File: src/rtl/pfd_lock_pkg.sv
package pfd_lock_pkg;

  typedef enum logic [1:0] {
    CLS_NONE = 2'd0,
    CLS_GOOD = 2'd1,
    CLS_MID  = 2'd2,
    CLS_BAD  = 2'd3
  } err_class_e;

  // Sorts one finished measurement into a hysteresis band.
  function automatic err_class_e classify_err(
    input logic        done,
    input logic        timed_out,
    input int unsigned err,
    input int unsigned tight,
    input int unsigned loose
  );
    if (!done)                         return CLS_NONE;
    else if (timed_out || err >= loose) return CLS_BAD;
    else if (err < tight)              return CLS_GOOD;
    else                               return CLS_MID;
  endfunction

  // Saturating step of the tight-run counter.
  function automatic int unsigned run_step(input int unsigned cur, input int unsigned limit);
    return (cur >= limit) ? limit : cur + 1;
  endfunction

endpackage

File: src/rtl/pfd_edge_timer.sv
module pfd_edge_timer #(
  parameter int CNT_W         = 8,
  parameter int TIMEOUT_TICKS = 200
) (
  input  logic             clk,
  input  logic             rst_n,
  input  logic             ref_pulse,
  input  logic             fb_pulse,
  output logic             meas_done,
  output logic             meas_timeout,
  output logic [CNT_W-1:0] meas_err,
  output logic             armed,
  output logic [CNT_W-1:0] tick_cnt
);

  localparam logic [CNT_W-1:0] TO_LIM = CNT_W'(TIMEOUT_TICKS);

  logic             armed_q;
  logic             lead_ref_q;
  logic [CNT_W-1:0] cnt_q;
  logic             partner_hit;
  logic             at_limit;

  assign partner_hit = armed_q & (lead_ref_q ? fb_pulse : ref_pulse);
  assign at_limit    = armed_q & (cnt_q == TO_LIM);

  always_comb begin
    if (!armed_q) begin
      meas_done    = ref_pulse & fb_pulse;
      meas_timeout = 1'b0;
      meas_err     = '0;
    end else begin
      meas_done    = partner_hit | at_limit;
      meas_timeout = at_limit & ~partner_hit;
      meas_err     = cnt_q;
    end
  end

  always_ff @(posedge clk or negedge rst_n) begin
    if (!rst_n) begin
      armed_q    <= 1'b0;
      lead_ref_q <= 1'b0;
      cnt_q      <= '0;
    end else if (!armed_q) begin
      if (ref_pulse ^ fb_pulse) begin
        armed_q    <= 1'b1;
        lead_ref_q <= ref_pulse;
        cnt_q      <= CNT_W'(1);
      end
    end else if (meas_done) begin
      armed_q <= 1'b0;
      cnt_q   <= '0;
    end else begin
      cnt_q <= cnt_q + CNT_W'(1);
    end
  end

  assign armed    = armed_q;
  assign tick_cnt = cnt_q;

endmodule

File: src/rtl/pfd_lock_judge.sv
module pfd_lock_judge
  import pfd_lock_pkg::*;
#(
  parameter int CNT_W    = 8,
  parameter int GOOD_RUN = 5
) (
  input  logic                               clk,
  input  logic                               rst_n,
  input  logic                               meas_done,
  input  logic                               meas_timeout,
  input  logic [CNT_W-1:0]                   meas_err,
  input  logic [CNT_W-1:0]                   tight_thr,
  input  logic [CNT_W-1:0]                   loose_thr,
  output logic                               meas_good,
  output logic                               meas_mid,
  output logic                               meas_bad,
  output logic [$clog2(GOOD_RUN+1)-1:0]      run_cnt,
  output logic                               lock
);

  localparam int RUN_W = $clog2(GOOD_RUN + 1);
  localparam logic [RUN_W-1:0] RUN_LIM = RUN_W'(GOOD_RUN);

  err_class_e       cls;
  logic [RUN_W-1:0] run_q;
  logic [RUN_W-1:0] run_nxt;
  logic             lock_q;

  assign cls = classify_err(meas_done, meas_timeout, 32'(meas_err),
                            32'(tight_thr), 32'(loose_thr));

  assign meas_good = (cls == CLS_GOOD);
  assign meas_mid  = (cls == CLS_MID);
  assign meas_bad  = (cls == CLS_BAD);
  assign run_nxt   = RUN_W'(run_step(32'(run_q), GOOD_RUN));

  always_ff @(posedge clk or negedge rst_n) begin
    if (!rst_n) begin
      run_q  <= '0;
      lock_q <= 1'b0;
    end else begin
      unique case (cls)
        CLS_GOOD: begin
          run_q <= run_nxt;
          if (run_nxt == RUN_LIM) lock_q <= 1'b1;
        end
        CLS_MID:  run_q <= '0;
        CLS_BAD: begin
          run_q  <= '0;
          lock_q <= 1'b0;
        end
        default: ;
      endcase
    end
  end

  assign run_cnt = run_q;
  assign lock    = lock_q;

endmodule

File: src/rtl/pfd_lock_detect.sv
module pfd_lock_detect #(
  parameter int CNT_W         = 8,
  parameter int GOOD_RUN      = 5,
  parameter int TIMEOUT_TICKS = 200
) (
  input  logic             clk,
  input  logic             rst_n,
  input  logic             ref_pulse,
  input  logic             fb_pulse,
  input  logic [CNT_W-1:0] tight_thr,
  input  logic [CNT_W-1:0] loose_thr,
  output logic             lock
);

  localparam int RUN_W = $clog2(GOOD_RUN + 1);

  logic             meas_done;
  logic             meas_timeout;
  logic [CNT_W-1:0] meas_err;
  logic             armed;
  logic [CNT_W-1:0] tick_cnt;
  logic             meas_good;
  logic             meas_mid;
  logic             meas_bad;
  logic [RUN_W-1:0] run_cnt;

  pfd_edge_timer #(
    .CNT_W        (CNT_W),
    .TIMEOUT_TICKS(TIMEOUT_TICKS)
  ) u_timer (
    .clk         (clk),
    .rst_n       (rst_n),
    .ref_pulse   (ref_pulse),
    .fb_pulse    (fb_pulse),
    .meas_done   (meas_done),
    .meas_timeout(meas_timeout),
    .meas_err    (meas_err),
    .armed       (armed),
    .tick_cnt    (tick_cnt)
  );

  pfd_lock_judge #(
    .CNT_W   (CNT_W),
    .GOOD_RUN(GOOD_RUN)
  ) u_judge (
    .clk         (clk),
    .rst_n       (rst_n),
    .meas_done   (meas_done),
    .meas_timeout(meas_timeout),
    .meas_err    (meas_err),
    .tight_thr   (tight_thr),
    .loose_thr   (loose_thr),
    .meas_good   (meas_good),
    .meas_mid    (meas_mid),
    .meas_bad    (meas_bad),
    .run_cnt     (run_cnt),
    .lock        (lock)
  );

endmodule

File: config.mk
export PLATFORM = sky130hd
export DESIGN_NAME = pfd_lock_detect
export DESIGN_NICKNAME = d
export VERILOG_FILES = /design/src/rtl/pfd_lock_pkg.sv /design/src/rtl/pfd_edge_timer.sv /design/src/rtl/pfd_lock_judge.sv /design/src/rtl/pfd_lock_detect.sv
export SDC_FILE = /design/constraint.sdc
export NUM_CORES = 1
export LEC_CHECK = 0
export ABC_AREA = 1
export CORE_MARGIN = 5
export CORE_UTILIZATION = 55
export CTS_CLUSTER_SIZE = 28
export DETAILED_ROUTE_END_ITERATION = 16
export DONT_BUFFER_PORTS = 1
export GPL_TIMING_DRIVEN = 0
export PLACE_DENSITY = 0.71
export SLEW_MARGIN = 20
export SYNTH_ARGS = -nofsm -noshare
export SYNTH_HDL_FRONTEND = slang
export SYNTH_SLANG_ARGS = --single-unit
File: constraint.sdc
create_clock -name clk -period 1.9 [get_ports clk]
set_input_delay 0.095 -clock clk [delete_from_list [all_inputs] [get_ports clk]]
set_output_delay 0.095 -clock clk [all_outputs]
set_load 0.03 [all_outputs]
After elaboration in Yosys (flattened, before gate mapping)
Cells that the tools add are included.
- $add $sub $neg: 2
- order comparisons: 3
- equal/unequal tests: 6
- mux-type cells: 17
- bitwise logic cells: 8
- reduce and logical (&&, ||, !) cells: 7
- operators by type and width (kind ; count):
    8-bit two-way mux ; 4
    8-bit by 1-bit adder with 8-bit output, second input constant ; 1
    8-bit == test, second input constant ; 1
    8-bit >= comparator ; 1
    8-bit less-than comparator ; 1
    1-bit two-way mux ; 7
    2-bit two-way mux ; 3
    3-bit case mux with 2 select lines ; 1
    2-bit nonzero test ; 3
    1-bit AND ; 4
    2-bit == test, second input constant ; 2
    2-bit AND reduction ; 2
    3-bit by 1-bit adder with 3-bit output, second input constant ; 1
    3-bit == test, second input constant ; 1
    3-bit >= comparator, second input constant ; 1
    3-bit two-way mux ; 1
    2-bit by 1-bit == test with 1-bit output, second input constant ; 1
    2-bit by 1-bit != test with 1-bit output, second input constant ; 1
    1-bit NOT ; 2
    1-bit case mux with 2 select lines ; 1
    2-bit OR reduction ; 1
    1-bit logical OR ; 1
    1-bit OR ; 1
    1-bit bitwise XOR ; 1
- register bits after elaboration: 14
- input bits: 20
- word-level logic and storage cells: 48

Longest topological paths before layout
Gate-level depths: netlist (run 1).
- depth in word-level cells: 11
- depth in mapped cells: 11
- depth with buffers taken out: 11

Hierarchy
From an unflattened synthesis (run 1), not the netlist that was laid out.
- cells, all modules: 211
- area total of the unflattened synthesis: 1519.0 um2
- by module, submodules not included (module ; instances ; cells an instance ; area each (um2) ; seq. area each (um2)):
    pfd_edge_timer ; 1 ; 114 ; 825.8 ; 250.2
    pfd_lock_judge ; 1 ; 97 ; 693.2 ; 100.1

Worst setup path before layout (run 1)
Ideal clock, no wire load.
- path type: flip-flop to flip-flop
- start point: reg u_timer.armed_q, in the netlist u_timer.armed
- end point: reg u_judge.run_q[1], in the netlist u_judge.run_cnt[1]
- setup time: 0.065 ns
- arrival: 1.480 ns
- required time: 1.835 ns
- path slack: 0.355 ns
- cell stages (with the launch flop): 12
- buffers on the path: 1
- path through: dfrtp_1 > buf_6 > nand2_1 > inv_1 > ha_1 > nand2_1 > a21oi_1 > nor2_1 > o21ai_1 > a21oi_2 > nand3_1 > nand2_1
- cells in the longest elaborated chain, start to end: 10
- elaborated cells on any way between the ends: 20
- those cells by class: order compare (2); eq/ne (3); mux (7); bitwise (5); reduce/logical (3)
- ends and longest elaborated chain (what ; line ; source):
    from (decl) ; pfd_edge_timer.sv:18 ; logic armed_q;
    from (signal assigned) ; pfd_edge_timer.sv:41 ; armed_q <= 1'b0;
    from (signal assigned) ; pfd_edge_timer.sv:46 ; armed_q <= 1'b1;
    from (signal assigned) ; pfd_edge_timer.sv:51 ; armed_q <= 1'b0;
    branches (longest 6 deep; another with 8-bit less-than comparator) ; n/a ;
    2-bit two-way mux (*) ; pfd_lock_pkg.sv:18 ; if (!done) return CLS_NONE;
    2-bit == test ; n/a ;
    2-bit OR reduction (no source line) ; n/a ;
    3-bit case mux with 2 select lines / 2-bit nonzero test (equally long branches) ; n/a ;
    to (signal assigned) ; pfd_lock_judge.sv:44 ; run_q <= run_nxt;
    to (decl) ; pfd_lock_judge.sv:25 ; logic [RUN_W-1:0] run_q;
Mark *: on every way between the ends.
A chain may end at the register's enable or synchronous reset.

Worst setup path after layout (run 1)
- start point: reg u_timer.armed_q, in the netlist u_timer.armed
- end point: reg u_judge.run_q[0], in the netlist u_judge.run_cnt[0]
The elaborated chain is that of the path after synthesis.

==> results of run 1 <==
==> power breakdown <==
group          internal, mW  total [mW]  switching, mW
clock network         0.117       0.228          0.111
registers             0.390       0.500          0.110
logic                 0.309       0.774          0.465
==> stage by stage <==
stage          instance area, um^2  std cells   util
2_1_floorplan                 1380        189      -
3_3_place_gp                  1410        219  0.581
3_5_place_dp                  1410        219  0.581
4_1_cts                       1470        225  0.604
5_1_grt                       1490        226  0.611
6_report                      1490        226  0.611
==> cell families (layout without fill, tap and decap cells) <==
logic type / after synthesis / in the layout / share of synthesized area
and+or+nand+nor: 83 / 83 / 0.305
buffers and inverters: 44 / 51 / 0.131
AOI/OAI and AO/OA: 25 / 25 / 0.114
adders and majority gates: 18 / 18 / 0.164
DFF: 14 / 14 / 0.255
xor gates and xnor gates: 5 / 5 / 0.0319
==> timing repair <==
action,CTS,global route
endpoints found under the setup margin,0,3
hold endpoints to repair,15,0
hold buffers,2,0
setup buffers,0,1
resized for setup,0,2
==> synth_stat cells, drive strengths merged <==
master,n,area (um^2)
xor2,3,26.3
o21bai,1,7.51
nor3b,1,7.51
dfrtp,14,350
o21ai,5,25.0
nand3b,2,15.0
o21a,2,15.0
ha,18,225
or2,1,6.26
a21boi,2,18.8
o22ai,4,25.0
xnor2,2,17.5
nor3,2,15.0
nand2,54,236
inv,42,158
a21o,1,7.51
nor4,1,6.26
nand3,8,55.1
nor2,14,77.6
buf,2,22.5
a21oi,10,57.6
==> worst paths after layout <==
path,end,start,cells past startpoint,slack [ns]
min reg2reg,u_judge.run_cnt[1],u_judge.run_cnt[1],2,0.53
min in group asynchronous,u_timer.tick_cnt[1],rst_n,1,0.27
max in group asynchronous,u_timer.armed,rst_n,1,1.17
max,u_judge.run_cnt[0],u_timer.armed,11,0.17
min,u_timer.armed,fb_pulse,3,0.11
max reg2reg,u_judge.run_cnt[0],u_timer.armed,11,0.17
==> critical path, cell delays in order, from the launching register on <==
cell      delay [ns]
dfrtp_2         0.44
buf_6           0.15
nand2_1         0.07
inv_1           0.06
ha_1            0.28
nand2_1         0.07
a21oi_1         0.06
nor2_1          0.12
o21ai_1         0.10
a21oi_2         0.15
nand3b_1        0.10
nand2_1         0.07
==> flip-flops by register name (all words and copies together), names as in the netlist <==
register,cells
u_timer.lead_ref_q,1
u_timer.tick_cnt,8
u_timer.armed,1
u_judge.run_cnt,3
u_judge.lock,1
==> area by class of cell <==
class | count | area share
Inverter | 42 | 0.106
Clock buffer | 4 | 0.0244
Timing Repair Buffer | 3 | 0.0185
Sequential cell | 14 | 0.237
Tap cell | 30 | 0.0253
Multi-Input combinational cell | 131 | 0.574
Buffer | 2 | 0.0152
==> routing by layer <==
| layer | vias up | track usage | routed length (um) |
|---|---|---|---|
| li1 | 606 | - | - |
| met1 | 527 | 0.215 | 1340 |
| met2 | 22 | 0.290 | 1200 |
| met3 | 4 | 0.0194 | 99 |
| met4 | 0 | 0.0665 | 39 |
| met5 | - | 0 | 0 |
==> metrics.md, run 1 <==
| Metric | Value |
|---|---|
| Final Cycle Share | 0.913 |
| Syn_nets | 227 |
| Gate Count Post-Synth | 189 |
| YS warnings | 0 |
| Fillcell total | 219 |
| Initial Utilization | 0.565 |
| Overall power | 1.50 mW |
| Status | finished clean |
| Die height | 60 um |
| Worst slack, placed | 0.142 ns |
| # diodes | 0 |
| Hold Crit Class | in2reg |
| Vias in the first global route | 1193 |
| CTS Buffer Depth | 2 |
| # port buffers | 0 |
| DRT Pass-1 Iters | 6 |
| Clk slew on worst S/H paths | 0.09 ns |
| Seq cells post-synth | 14 |
| Wire per inst | 11.9 um |
| Core region area | 2430 um^2 |
| Most frequent cells in the layout | 48 x nand2_1, 37 x inv_1, 18 x ha_1, 13 x dfrtp_1, 10 x nor2_1 |
| Critical path launch point type | flop |
| Setup Skew | 0.00520 ns |
| Power Density | 1010 nW/um^2 |
| Post-DP HPWL | 2250 um |
| Final setup fails | 0 |
| Root buf cell | clkbuf_4 |
| Register area share after synthesis | 0.255 |
| Synthesized area per cell | 7.28 um^2 |
| GPL Wtd Cong | 0.860 |
| Full die area | 3600 um^2 |
| Tmin final | 1.73 ns |
| Die W | 60 um |
| WP data required | 2.13 ns |
| Nets | 235 |
| VDD IR-drop max | 0.000832 V |
| 1st-iter DRT viols | 58 |
| Combined area of the multi-input logic cells | 852 um^2 |
| MaxCap Viol Count | 0 |
| Site Rows | 18 |
| Fin. Hold Viols | 0 |
| Residual DRC count | 0 |
| Antenna violations before repair | 0 |
| Critical path peak fanout | 10 |
| Netlist cell types | 32 |
| Critical path arrival | 1.97 ns |
| GRT Overall Usage | 0.169 |
| Hold slack | 0.109 ns |
| RSZ-0062 raised after global routing | no |
| H-tree depth | 1 |
| Synth Cell Area | 1380 um^2 |
| Final Slew Violations | 0 |
| Vias | 1159 |
| Avg Vias per Cell | 5.13 |
| Most common cell after layout, fill and taps aside | nand2_1 |
| TritonCTS Buffers | 3 |
| Routed WL | 2680 um |
| Maximum clock frequency | 576 MHz |
| I/O Pins | 21 |
| Clock latency on the worst-skew pair | 0.29 ns |
| CTS tree | yes |
| PnR worst setup slack | 0.165 ns |
| First-pass GRT wire length | 4710 um |
| Slew HR | 0.548 |
| Worst-margin pin slew | 0.676 ns |
| Clock sink count | 14 |
| Proportion of layout cells with a drive suffix above 1 | 0.153 |
| Largest net degree at the start of global routing | 15 |
| Leakage | 0.848 nW |
| Area grow syn2layout | 8.01% |
| Critical path start-end classification | reg2reg |
| Final setup TNS | 0 ns |
| Register Area | 352 um^2 |
| Antenna-violating nets left | 0 |
| GRT Residual Overflow | 0 |
| Crit. End Element | flop |
Power figures use the tool's default switching activity.
==> run 2, diff against run 1 <==
--- a/config.mk
+++ b/config.mk
@@ -5,7 +5,6 @@
 export SDC_FILE = /design/constraint.sdc
 export NUM_CORES = 1
 export LEC_CHECK = 0
-export ABC_AREA = 1
 export CORE_MARGIN = 5
 export CORE_UTILIZATION = 55
 export CTS_CLUSTER_SIZE = 28
==> constraint.sdc (replaced) <==
create_clock -name clk -period 1.9 [get_ports clk]
set_input_delay 0.38 -clock clk [delete_from_list [all_inputs] [get_ports clk]]
set_output_delay 0.38 -clock clk [all_outputs]
set_load 0.03 [all_outputs]
==> run 2 against run 1 <==
  * The run now ends with negative setup slack left
  * Clock skew fell by 0.0035 ns
  * Register-to-register slack got worse by 0.30 ns
  * Utilization rose by 11 points
  * Largest cell class unchanged
  * Total power fell by 3.4%
  * Hold slack improved by 0.12 ns
  * Die area fell by 6.8%
  * Clock-buffer cell count did not move
==> metrics.md, run 2 <==
| Metric | Value |
|---|---|
| Status | finished, violations left |
| Most common cell after layout, fill and taps aside | inv_1 |
| GR Layer Usage met2 | 0.360 (+0.0696) |
| Worst-margin pin slew | 0.647 ns (-0.0292 ns) |
| Routed WL | 3080 um (+15%) |
| Clock sink count | 14 (unchanged) |
| Vias | 1113 (-4.0%) |
| PnR worst setup slack | -0.130 ns (-0.295 ns) |
| Most frequent cells in the layout | 18 x inv_1, 14 x ha_1, 13 x buf_4, 10 x dfrtp_1 |
| MaxCap Viol Count | 0 (unchanged) |
| Final Slew Violations | 0 (unchanged) |
| Max reg flops | 8 (unchanged) |
| GRT Overall Usage | 0.190 (+0.0206) |
| GPL Wtd Cong | 0.764 (-11%) |
| H-tree depth | 1 (unchanged) |
| Asr flop ratio synth | 1.00 (unchanged) |
| Post-DP HPWL | 2090 um (-6.8%) |
| Met1 track utilization from global routing | 0.209 (-0.00565) |
| TritonCTS Buffers | 3 (unchanged) |
| Proportion of layout cells with a drive suffix above 1 | 0.305 (+0.152) |
| Overall power | 1.45 mW (-3.4%) |
| Nets | 203 (-14%) |
| Sw frac | 0.409 (-0.0472) |
| Final setup TNS | -0.507 ns (-0.507 ns) |
| Failing checks | negative setup slack |
| Critical path start-end classification | reg2reg |
| Power Density | 908 nW/um^2 (-10%) |
| Vias in the first global route | 1185 (-0.67%) |
| Syn_nets | 183 (-19%) |
| Initial Utilization | 0.571 (+0.00537) |
| Crit. End Element | flop |
| GR peak layer | met2 |
| Wire per inst | 16.0 um (+35%) |
| CTS Buffer Depth | 2 (unchanged) |
| Seq cells post-synth | 14 (unchanged) |
| Full die area | 3350 um^2 (-6.8%) |
| Reg2reg setup slack | -0.13 ns (-0.30 ns) |
| DRT Pass-1 Iters | 4 (-2) |
| Die height | 57.9 um (-3.5%) |
| Synth Cell Area | 1260 um^2 (-8.2%) |
| Largest net degree at the start of global routing | 15 (unchanged) |
| Critical path peak fanout | 7 (-3) |
| Synthesized area per cell | 8.71 um^2 (+20%) |
| GRT Residual Overflow | 0 (unchanged) |
| 1st-iter DRT viols | 38 (-34%) |
| Core region area | 2210 um^2 (-9.1%) |
| Final setup fails | 4 (+4) |
| Met3 Track Usage GR | 0.0356 (+0.0162) |
| Leakage | 0.763 nW (-10%) |
| Area grow syn2layout | 26.7% |
| VDD IR-drop max | 0.000888 V (+6.7%) |
| EDFF count, synth | 0 (unchanged) |
| Tmin final | 2.03 ns (+0.295 ns) |
| Yosys top cell by area | dfrtp_1 |
| Clock latency on the worst-skew pair | 0.29 ns (about the same) |
| Netlist cell types | 39 (+22%) |
| Root buf cell | clkbuf_4 |
| Site Rows | 17 (-1) |
| Critical path arrival | 2.19 ns (+0.22 ns) |
| Antenna violations before repair | 0 (unchanged) |
| RSZ-0062 raised after global routing | yes |
| # port buffers | 0 (unchanged) |
| CTS tree | yes |
| Final Cycle Share | 1.07 (+0.155) |
| Setup Skew | 0.00168 ns (-0.00352 ns) |
| Register area share after synthesis | 0.278 (+0.0227) |
| YS warnings | 0 (unchanged) |
| Hold Crit Class | in2reg |
| Combinational power share | 0.518 (+0.003) |
| Power share of the clock group | 0.153 (about the same) |
| Top cells by count, synth | 18 x ha_1, 18 x inv_1, 14 x dfrtp_1 |
| Synth top area share | 0.278 (+0.0227) |
| Avg Vias per Cell | 5.80 (+13%) |
| WP data required | 2.06 ns (-0.07 ns) |
| Die W | 57.9 um (-3.5%) |
| Slew HR | 0.567 (+0.0195) |
| P_int | 857 uW (+5.0%) |
| Maximum clock frequency | 493 MHz (-15%) |
| Residual DRC count | 0 (unchanged) |
| Fin. Hold Viols | 0 (unchanged) |
| Gate Count Post-Synth | 145 (-23%) |
| Predominant post-synthesis flop cell | dfrtp_1 |
| Net Sw Power | 594 uW (-13%) |
| Critical path launch point type | flop |
| Clk slew on worst S/H paths | 0.09 ns (about the same) |
| First-pass GRT wire length | 5070 um (+7.8%) |
| Sequential power share | 0.329 (-0.004) |
| Antenna-violating nets left | 0 (unchanged) |
| Area contributors post-synth | dfrtp_1 28%, ha_1 18%, inv_1 5.4%, nand2b_1 4.5%, o21ai_0 3.6% |
| # diodes | 0 (unchanged) |
| I/O Pins | 21 (unchanged) |
-- run 2: changes by cell type in the layout (fill, tap and decap cells not counted), moves of 5 or more --
cell	before	now
nand2_1	48	7
buf_4	1	13
inv_2	5	0
inv_1	37	18
o21ai_0	3	9
nand2b_1	0	9
-- run 2: per-stage QoR --
step / setup WS, ns / instances / hold slack [ns] / utilization / instance area, um^2
final: -0.130 / 192 / 0.233 / 0.723 / 1600
after global routing: -0.178 / 192 / 0.249 / 0.723 / 1600
after CTS: -0.153 / 182 / 0.242 / 0.667 / 1480
after detailed placement: -0.285 / 173 / 0.0847 / 0.596 / 1320
after global placement: -0.214 / 173 / 0.0847 / 0.596 / 1320
after floorplan: -0.0258 / 145 / 0.0844 / - / 1280
-- run 2: cells by family (layout without fill, tap and decap cells) --
group,count (synthesis),after routing,share of synthesized area
AO/OA/AOI/OAI,40,40,0.217
AND/OR/NAND/NOR,47,47,0.221
XOR/XNOR,1,1,0.00694
flip-flops,14,14,0.278
multiplexers,3,3,0.0248
buffers and inverters,21,40,0.0664
adder cells (fa/ha/maj),19,19,0.186
-- run 2: final timing paths --
kind	from	end	cells after the start
max	u_timer.tick_cnt[5]	u_judge.run_cnt[2]	7
min in group asynchronous	rst_n	u_timer.tick_cnt[2]	1
max reg2reg	u_timer.tick_cnt[5]	u_judge.run_cnt[2]	7
min reg2reg	u_timer.lead_ref_q	u_timer.lead_ref_q	1
min	ref_pulse	u_timer.lead_ref_q	1
max in group asynchronous	rst_n	u_timer.tick_cnt[6]	1
-- run 2: layout make-up --
class,instances,area (um^2)
plain buffers,2,22.5
multi-input cells,110,958
fillers,169,613
flip-flops and latches,14,355
inverters,18,67.6
clock buffers,4,36.3
repair buffers,16,124
well taps,28,35.0
-- run 2: what timing repair did --
action,CTS,global route
resized for setup,16,12
pin swaps,12,11
hold endpoints to repair,14,0
endpoints found under the setup margin,4,8
hold buffers,1,0
setup buffers,5,10
-- run 2: worst max-delay path, cell delays in order, from the launching register on --
cell	delay, ns
dfrtp_2	0.46
and2_4	0.20
buf_6	0.12
ha_4	0.26
nand4_1	0.12
or4_4	0.55
a21oi_2	0.14
a211oi_1	0.06
-- run 2: per-layer routing --
layer	up-vias	wire length [um]	part of all wire
li1	556	-	-
met1	525	1280	0.42
met2	28	1630	0.53
met3	4	129	0.042
met4	0	36	0.012
met5	-	0	0
-- run 2: power groups by stage --
stage	Clock [mW]	Sequential, mW	Combinational (mW)
CTS	0.220	0.467	0.603
global route	0.240	0.496	0.838
detailed placement	0	0.458	0.588
finish	0.222	0.477	0.752
global placement	0	0.451	0.568
floorplan	0	0.435	0.488
==> run 3, diff against run 2 <==
--- a/config.mk
+++ b/config.mk
@@ -6,12 +6,12 @@
 export NUM_CORES = 1
 export LEC_CHECK = 0
 export CORE_MARGIN = 5
-export CORE_UTILIZATION = 55
+export CORE_UTILIZATION = 42
 export CTS_CLUSTER_SIZE = 28
 export DETAILED_ROUTE_END_ITERATION = 16
 export DONT_BUFFER_PORTS = 1
 export GPL_TIMING_DRIVEN = 0
-export PLACE_DENSITY = 0.71
+export PLACE_DENSITY = 0.57
 export SLEW_MARGIN = 20
 export SYNTH_ARGS = -nofsm -noshare
 export SYNTH_HDL_FRONTEND = slang
==> run 3 against run 2 <==
  * The flow still finishes with violations (negative setup slack)
  * Clock skew barely moved
  * Via count rose by 4.6%
  * Maximum frequency rose by 2.3%
  * Utilization fell by 12 points
  * Cell count rose by 2.1%
  * Combinational power rose by 17%
  * Critical endpoint is now u_judge.lock
  * Largest power group unchanged
  * Highest routed layer unchanged
==> metrics.md, run 3 (synthesis results as in run 2) <==
| Metric | Value |
|---|---|
| Hold Crit Class | in2reg |
| Critical path start-end classification | reg2reg |
| Clock latency on the worst-skew pair | 0.28 ns (about the same) |
| Worst Path Buf+Inv | 0 (-1) |
| Non-filler cells, final | 196 (+2.1%) |
| Site Rows | 19 (+2) |
| Antenna-violating nets left | 0 (unchanged) |
| Combinational power share | 0.559 (+0.041) |
| CTS Buffer Depth | 2 (unchanged) |
| Vias in the first global route | 1116 (-5.8%) |
| Placed instance count | 176 (+1.7%) |
| Critical path launch point type | flop |
| Leakage | 0.776 nW (+1.8%) |
| Tmin final | 1.99 ns (-0.0453 ns) |
| Net Sw Power | 641 uW (+7.9%) |
| 1st-iter DRT viols | 55 (+45%) |
| Avg Vias per Cell | 5.94 (+2.4%) |
| Proportion of layout cells with a drive suffix above 1 | 0.364 (+0.0588) |
| Residual DRC count | 0 (unchanged) |
| Largest net degree at the start of global routing | 15 (unchanged) |
| RSZ-0062 raised after global routing | yes |
| VDD IR-drop max | 0.000477 V (-46%) |
| Maximum clock frequency | 504 MHz (+2.3%) |
| Vias | 1164 (+4.6%) |
| Final Cycle Share | 1.04 (-0.0239) |
| DRT Pass-1 Iters | 4 (unchanged) |
| Root buf cell | clkbuf_4 |
| MaxCap Viol Count | 0 (unchanged) |
| Initial Utilization | 0.446 (-0.124) |
| Overall power | 1.58 mW (+8.8%) |
| Nets | 204 (+0.49%) |
| GRT Overall Usage | 0.161 (-0.0290) |
| Combined area of the multi-input logic cells | 1060 um^2 (+10%) |
| Final setup TNS | -0.281 ns (+0.226 ns) |
| WP data required | 2.07 ns (about the same) |
| I/O Pins | 21 (unchanged) |
| P_int | 937 uW (+9.3%) |
| Met3 wire length | 117 um (-9.3%) |
| # port buffers | 0 (unchanged) |
| GPL Wtd Cong | 0.791 (+3.5%) |
| Wire per inst | 17.4 um (+8.3%) |
| Die height | 64.8 um (+12%) |
| Routed WL | 3400 um (+11%) |
| Final core occ | 0.606 (-0.117) |
| Area grow syn2layout | 35.8% |
| Max reg flops | 8 (unchanged) |
| Reg2Reg Launch Point | u_timer.armed |
| Sw frac | 0.406 (-0.00310) |
| Most common cell after layout, fill and taps aside | inv_1 |
| Register Area | 355 um^2 (unchanged) |
| Sequential power share | 0.301 (-0.028) |
| Slew HR | 0.570 (+0.00258) |
| Fin. Hold Viols | 0 (unchanged) |
| Final setup fails | 4 (unchanged) |
| Core region area | 2830 um^2 (+28%) |
| TritonCTS Buffers | 3 (unchanged) |
| Crit path from | u_timer.armed |
| Top routing layer in use | met4 |
| GRT Residual Overflow | 0 (unchanged) |
| Crit. End Element | flop |
| Power share of the clock group | 0.140 (-0.013) |
| Failing checks | negative setup slack |
| Worst slack, placed | -0.253 ns (+0.0317 ns) |
| Routed met2 length | 1820 um (+12%) |
| Hold_sp | ref_pulse |
| Critical path arrival | 2.15 ns (-0.04 ns) |
| Fillcell total | 244 (+44%) |
| Die W | 64.8 um (+12%) |
| CTS tree | yes |
| Antenna violations before repair | 0 (unchanged) |
| First-pass GRT wire length | 5220 um (+3.0%) |
| PnR worst setup slack | -0.0851 ns (+0.0453 ns) |
| Slowest CP cell | or4_4 |
| Clk slew on worst S/H paths | 0.09 ns (about the same) |
| Full die area | 4200 um^2 (+25%) |
| Power Density | 921 nW/um^2 (+1.4%) |
| Final Slew Violations | 0 (unchanged) |
| Status | finished, violations left |
| Critical path peak fanout | 6 (-1) |
| Worst-margin pin slew | 0.643 ns (-0.00385 ns) |
| Crit path largest cell delay | 0.61 ns (+0.06 ns) |
| Met1 wire length | 1400 um (+9.5%) |
| Post-DP HPWL | 2160 um (+3.3%) |
| Clock sink count | 14 (unchanged) |
| Most frequent cells in the layout | 18 x inv_1, 13 x buf_4, 10 x ha_4, 10 x dfrtp_1 |
| # diodes | 0 (unchanged) |
| H-tree depth | 1 (unchanged) |
| Setup Skew | 0.00194 ns (+0.000258 ns) |
| Delay-heaviest family, CP | simple AND/OR/NAND/NOR gates |
| Worst path cell trace | and2_4 -> ha_4 -> nand4_1 -> or4_4 -> a41oi_2 -> a21oi_1 |
-- run 3: cell types whose count changed in the layout (fill, tap and decap cells not counted), sizes merged --
cell	change
buf	+1
-- run 3: metal layers --
layer  vias to the layer above  GRT usage
met4                         0     0.0580
met2                        29      0.294
met5                         -          0
met1                       566      0.187
met3                         8     0.0276
li1                        561          -
-- run 3: area by class of cell --
| cell class | count | share of cell area |
|---|---|---|
| Buffer | 2 | 0.0131 |
| Clock buffer | 4 | 0.0212 |
| Inverter | 18 | 0.0394 |
| Multi-Input combinational cell | 110 | 0.618 |
| Sequential cell | 14 | 0.207 |
| Tap cell | 31 | 0.0226 |
| Timing Repair Buffer | 17 | 0.0788 |
-- run 3: stage by stage --
step | hold slack (ns) | cell area [um^2]
detailed placement | 0.0848 | 1320
global route | 0.224 | 1710
finish | 0.243 | 1710
global placement | 0.0848 | 1320
floorplan | 0.0844 | 1280
CTS | 0.239 | 1580
-- run 3: path summary, 6_finish.rpt --
path,end,slack (ns),cells after the start
max in group asynchronous,u_timer.armed,0.89,1
setup / recovery,u_judge.lock,-0.09,6
hold / removal,u_timer.lead_ref_q,0.24,1
min in group asynchronous,u_timer.tick_cnt[2],0.55,1
hold reg to reg,u_timer.lead_ref_q,0.54,1
setup reg to reg,u_judge.lock,-0.09,6
-- run 3: worst register-to-register path: cells and delay by family, from the launching register on --
family | cells | cell delay, ns
DFF | 1 | 0.46
and+or+nand+nor | 3 | 0.94
AOI/OAI and AO/OA | 2 | 0.22
adders and majority gates | 1 | 0.27
-- run 3: what timing repair did --
| action | 4_1_cts | 5_1_grt |
|---|---|---|
| hold buffers | 1 | 0 |
| gates cloned | 0 | 1 |
| endpoints found under the setup margin | 4 | 8 |
| pin swaps | 17 | 4 |
| endpoints found under the hold margin | 14 | 0 |
| setup buffers | 6 | 9 |
| resized for setup | 32 | 10 |
-- run 3: power by group through the flow --
stage | clock, mW | sequential, mW | combinational, mW
after CTS | 0.223 | 0.473 | 0.701
final | 0.222 | 0.475 | 0.881
after detailed placement | 0 | 0.457 | 0.590
after global placement | 0 | 0.458 | 0.573
after floorplan | 0 | 0.435 | 0.488
after global routing | 0.243 | 0.488 | 0.972
